<file path="src/rtl/pcl_pkg.sv">
package pcl_pkg;
  // One-hot load strobes from the control to the datapath.
  typedef struct packed {
    logic selRet;
    logic selCall;
    logic selGoto;
    logic selPcl;
  } pcStrobes_t;
endpackage

</file>
<file path="src/rtl/pcl_ctrl.sv">
module pcl_ctrl
  import pcl_pkg::*;
(
  input  logic       clk,
  input  logic       rst,
  input  logic       retReq,
  input  logic       callReq,
  input  logic       gotoReq,
  input  logic       pclWrReq,
  output pcStrobes_t strb
);
  // Fixed priority: return > call > goto > low-byte write.
  always_comb begin
    strb = '0;
    if (retReq)        strb.selRet  = 1'b1;
    else if (callReq)  strb.selCall = 1'b1;
    else if (gotoReq)  strb.selGoto = 1'b1;
    else if (pclWrReq) strb.selPcl  = 1'b1;
  end

  AST_ONE_LOAD: assert property (@(posedge clk) disable iff (rst) $onehot0(strb));
  AST_RET_WINS: assert property (@(posedge clk) disable iff (rst) retReq |-> strb.selRet);
  AST_CALL_OVER_GOTO: assert property (@(posedge clk) disable iff (rst)
    (callReq && !retReq) |-> (strb.selCall && !strb.selGoto));
  AST_ANY_REQ_LOADS: assert property (@(posedge clk) disable iff (rst)
    (retReq || callReq || gotoReq || pclWrReq) |-> (strb != '0));
endmodule

</file>
<file path="src/rtl/pcl_datapath.sv">
module pcl_datapath
  import pcl_pkg::*;
#(
  parameter int PC_WIDTH = 11,
  parameter logic [PC_WIDTH-1:0] RESET_VEC = '1
) (
  input  logic                clk,
  input  logic                rst,
  input  pcStrobes_t          strb,
  input  logic [8:0]          immField,
  input  logic [7:0]          aluResult,
  input  logic [7:0]          statusReg,
  input  logic [PC_WIDTH-1:0] retAddr,
  output logic [PC_WIDTH-1:0] pc,
  output logic [PC_WIDTH-1:0] pushAddr
);
  localparam int PAGE_W = PC_WIDTH - 9;
  localparam int PAGE_LSB = 5;

  logic [8:0]          lowTarget;
  logic [PC_WIDTH-1:0] pagedTarget;
  logic [PC_WIDTH-1:0] pcNext;
  logic [PC_WIDTH-1:0] pcInc;
  logic                anyPaged;
  logic                unusedStatus;

  assign unusedStatus = ^statusReg;
  assign anyPaged = strb.selCall | strb.selGoto | strb.selPcl;
  assign pcInc = pc + 1'b1;

  // The low nine bits depend on the load kind; bit 8 is kept only for a jump.
  always_comb begin
    if (strb.selCall)      lowTarget = {1'b0, immField[7:0]};
    else if (strb.selGoto) lowTarget = immField;
    else                   lowTarget = {1'b0, aluResult};
  end

  generate
    if (PAGE_W > 0) begin : g_paged
      logic [PAGE_W-1:0] pageSel;
      assign pageSel = statusReg[PAGE_LSB +: PAGE_W];
      assign pagedTarget = {pageSel, lowTarget};

      AST_PAGE_BITS: assert property (@(posedge clk) disable iff (rst)
        anyPaged && !strb.selRet |=> pc[PC_WIDTH-1:9] == $past(statusReg[PAGE_LSB +: PAGE_W]));
    end else begin : g_flat
      assign pagedTarget = lowTarget;
    end
  endgenerate

  always_comb begin
    if (strb.selRet)  pcNext = retAddr;
    else if (anyPaged) pcNext = pagedTarget;
    else              pcNext = pcInc;
  end

  always_ff @(posedge clk) begin
    if (rst) pc <= RESET_VEC;
    else     pc <= pcNext;
  end

  assign pushAddr = pcInc;

  AST_RESET_VEC: assert property (@(posedge clk) rst |=> pc == RESET_VEC);
  AST_SEQ_STEP: assert property (@(posedge clk) disable iff (rst)
    strb == '0 |=> pc == PC_WIDTH'($past(pc) + 1'b1));
  AST_GOTO_LOW: assert property (@(posedge clk) disable iff (rst)
    strb.selGoto |=> pc[8:0] == $past(immField));
  AST_CALL_BIT8: assert property (@(posedge clk) disable iff (rst)
    strb.selCall |=> (pc[8] == 1'b0 && pc[7:0] == $past(immField[7:0])));
  AST_PCL_BIT8: assert property (@(posedge clk) disable iff (rst)
    strb.selPcl |=> (pc[8] == 1'b0 && pc[7:0] == $past(aluResult)));
  AST_RET_FULL: assert property (@(posedge clk) disable iff (rst)
    strb.selRet |=> pc == $past(retAddr));
  AST_PUSH_NEXT: assert property (@(posedge clk) disable iff (rst)
    strb.selCall |=> $past(pushAddr) == PC_WIDTH'($past(pc) + 1'b1));
endmodule

</file>
<file path="src/rtl/pc_load_unit.sv">
module pc_load_unit
  import pcl_pkg::*;
#(
  parameter int PC_WIDTH = 11,
  parameter logic [PC_WIDTH-1:0] RESET_VEC = '1
) (
  input  logic                clk,
  input  logic                rst,
  input  logic                retReq,
  input  logic                callReq,
  input  logic                gotoReq,
  input  logic                pclWrReq,
  input  logic [8:0]          immField,
  input  logic [7:0]          aluResult,
  input  logic [7:0]          statusReg,
  input  logic [PC_WIDTH-1:0] retAddr,
  output logic [PC_WIDTH-1:0] pc,
  output logic [PC_WIDTH-1:0] pushAddr
);
  pcStrobes_t strb;

  pcl_ctrl ctrl_i (
    .clk      (clk),
    .rst      (rst),
    .retReq   (retReq),
    .callReq  (callReq),
    .gotoReq  (gotoReq),
    .pclWrReq (pclWrReq),
    .strb     (strb)
  );

  pcl_datapath #(
    .PC_WIDTH  (PC_WIDTH),
    .RESET_VEC (RESET_VEC)
  ) dp_i (
    .clk       (clk),
    .rst       (rst),
    .strb      (strb),
    .immField  (immField),
    .aluResult (aluResult),
    .statusReg (statusReg),
    .retAddr   (retAddr),
    .pc        (pc),
    .pushAddr  (pushAddr)
  );
endmodule

</file>
<file path="config.mk">
export PLATFORM = sky130hd
export DESIGN_NAME = pc_load_unit
export DESIGN_NICKNAME = d
export VERILOG_FILES = /design/src/rtl/pcl_pkg.sv /design/src/rtl/pcl_ctrl.sv /design/src/rtl/pcl_datapath.sv /design/src/rtl/pc_load_unit.sv
export SDC_FILE = /design/constraint.sdc
export NUM_CORES = 1
export LEC_CHECK = 0
export BUFFER_PORTS_ARGS = -buffer_cell sky130_fd_sc_hd__buf_2
export CAP_MARGIN = 10
export CORE_AREA = 2 2 51 48
export CTS_CLUSTER_SIZE = 14
export DETAILED_ROUTE_END_ITERATION = 8
export DIE_AREA = 0 0 53 50
export HOLD_SLACK_MARGIN = 0.06
export PLACE_DENSITY_LB_ADDON = 0.1
export SYNTH_ARGS = -nofsm -noshare
export SYNTH_HDL_FRONTEND = slang
export SYNTH_SLANG_ARGS = --single-unit
</file>
<file path="constraint.sdc">
create_clock -name clk -period 5.1 [get_ports clk]
set_input_delay 1.02 -clock clk [delete_from_list [all_inputs] [get_ports clk]]
set_output_delay 1.02 -clock clk [all_outputs]
set_load 0.02 [all_outputs]
</file>
==> results.md <==
* Die height at 50 µm
* TritonCTS Buffers at 3
* CP max FO at 7
* PwrDens at 252 mW/mm²
* CTS sink count at 11
* Core Footprint at 0.00210 mm²
* Synthesis-stage register bit count at 11
* Run status: completed
* Most used DFF post-synth: dfxtp_1
* P_leak at 0.000540 µW
* Vias in the first global route at 947
* GPL Wtd Cong at 0.797
* I/O Buffers at 57
* GRT Overall Usage at 20.0%
* Hold Fails Final Rpt at 0
* Reg with most FFs: dp_i.pc
* Pre-antenna DRT Iters at 4
* Final net count at 207
* Mapped cell area at 840 µm²
* Via Count at 1008
* Post-CTS Hold Buffers at 0
* CTS resizes at 0
* Io pins at 64
* Yosys cell types at 38
* Setup tns final at 0 ns
* Ys async rst share at 0%
* Initial Utilization at 39.9%
* Fin Clk Skew at 0.00781 ns
* Layout area overhead at 39.0%
* Highest-count cells in the layout ignoring fill and taps: 57 x buf_2, 12 x a21oi_1, 11 x dfxtp_1
* Wirelength, routed at 2470 µm
* Layout cells sized above 1 at 45.4%
* CP arrival at 1.92 ns
* Maximum clock path buffer count at 2
* Post-CTS Setup Bufs at 0
* Final Slew Violations at 0
* Crit path required time at 4.08 ns
* Wirelength per Cell at 13.0 µm
* Max Cap Viol at 0
* Critical Path Start Type: flop
* First-pass GRT wire length at 3960 µm
* Largest net degree at the start of global routing at 28
* Non-Filler Instances at 190
* Post-route ant nets at 0
* Top Registers: dp_i.pc (11)
* VDD IR max at 0.120 mV
* Synth warn at 0
* Worst-path clk slew at 0.08 ns
* Max reg flops at 11
* Critical path class: flop to output pin
* DRC viols at 0
* CTS root buf: clkbuf_4
* Synthesized area per cell at 7.85 µm²
* Clk_lat worst skew at 0.27 ns
* Initial antenna violation count at 0
* Post-Syn Nets at 150
* Rows at 16
* Chip Width at 53 µm
* Dpl cells at 186
* Hold Crit Class: flop to flop
* Slew @ Worst Pin at 0.503 ns
* Antenna diode count at 0
* Post-synth EDFFs at 0
* Most common library cell in the layout ignoring fill and taps: buf_2
* Worst Setup End Kind: output pin
* Unrepaired setup endpoints after global routing: false
* Grt ovf at 0
* H-tree Lvls at 1
* Max Freq at 0.340 GHz
* DPL Wire Length at 1940 µm
* Pwr Total at 294 µW
* Worst slew margin at 66.3%
* Final period util at 57.6%
* Vias/cell at 5.31
* Worst hold margin at 0.643 ns
* Initial drt markers at 18
* Setup violators final at 0
* Full die area at 0.00265 mm²
* Register area share after synthesis at 26.2%
* CTS tree: done
* Min Tclk post-route at 2.94 ns
* Cell count after synthesis at 107
cell usage after synthesis (all sizes together) (2+ instances only):
cell    number  area, µm²
a21oi       12       60.1
dfxtp       11        220
nor2        10       37.5
nand2        8       30.0
nand3        6       30.0
clkbuf       5       18.8
o21ai        5       25.0
o31ai        5       42.5
nor3         4       25.0
xnor2        4       35.0
inv          3       11.3
mux2         3       33.8
mux2i        3       30.0
nand4        3       33.8
or2          3       18.8
a221o        2       20.0
o41ai        2       17.5
cell families (layout without fill, tap and decap cells):
kind of cell | count (synthesis) | in the layout | share of synthesized area, %
xor+xnor | 5 | 5 | 5.22
simple gates | 43 | 43 | 29.7
fa+ha+maj | 1 | 1 | 1.49
flops | 11 | 11 | 26.2
compound gates | 33 | 33 | 26.2
mux | 6 | 6 | 7.60
buf+inv | 8 | 64 | 3.58
critical path, stage by stage, from the launching register on:
cell     delay [ns]
dfxtp_1        0.45
ha_1           0.32
inv_1          0.10
or4_4          0.54
nand2_1        0.08
buf_2          0.15
cell type report:
cell class	instances	area, µm²
clock inverters	1	5.00
flip-flops and latches	11	220
fillers	218	935
well taps	27	33.8
clock buffers	3	22.5
repair buffers	57	285
multi-input cells	88	589
inverters	3	11.3
per-stage QoR:
step / setup slack [ns] / area [µm²] / utilization (%)
finish: 2.16 / 1170 / 55.5
global route: 2.02 / 1170 / 55.5
CTS: 2.13 / 1170 / 55.5
detailed placement: 2.45 / 1140 / 54.2
global placement: 2.46 / 1140 / 54.2
floorplan: 2.49 / 840 / -
routing by layer:
metal,track usage [%],share of wire [%],wire (µm)
met2,34.8,47,1160
met3,3.94,7.6,187
met1,23.3,44,1080
met5,0,0,0
met4,8.12,1.3,31
power by group:
| part | total [µW] | switching (µW) | internal [µW] |
|---|---|---|---|
| sequential | 106 | 12.7 | 93.3 |
| combinational | 126 | 73.5 | 52.5 |
| clock | 61.7 | 32.7 | 29.1 |
final timing paths:
check / slack [ns] / startpoint / endpoint / cells past startpoint
setup reg to reg: 3.25 / dp_i.pc[0] / dp_i.pc[10] / 5
setup / recovery: 2.16 / dp_i.pc[0] / pushAddr[10] / 5
hold / removal: 0.64 / dp_i.pc[8] / dp_i.pc[8] / 2
hold reg to reg: 0.64 / dp_i.pc[8] / dp_i.pc[8] / 2
Note: power is estimated with default switching activity, not from simulation.
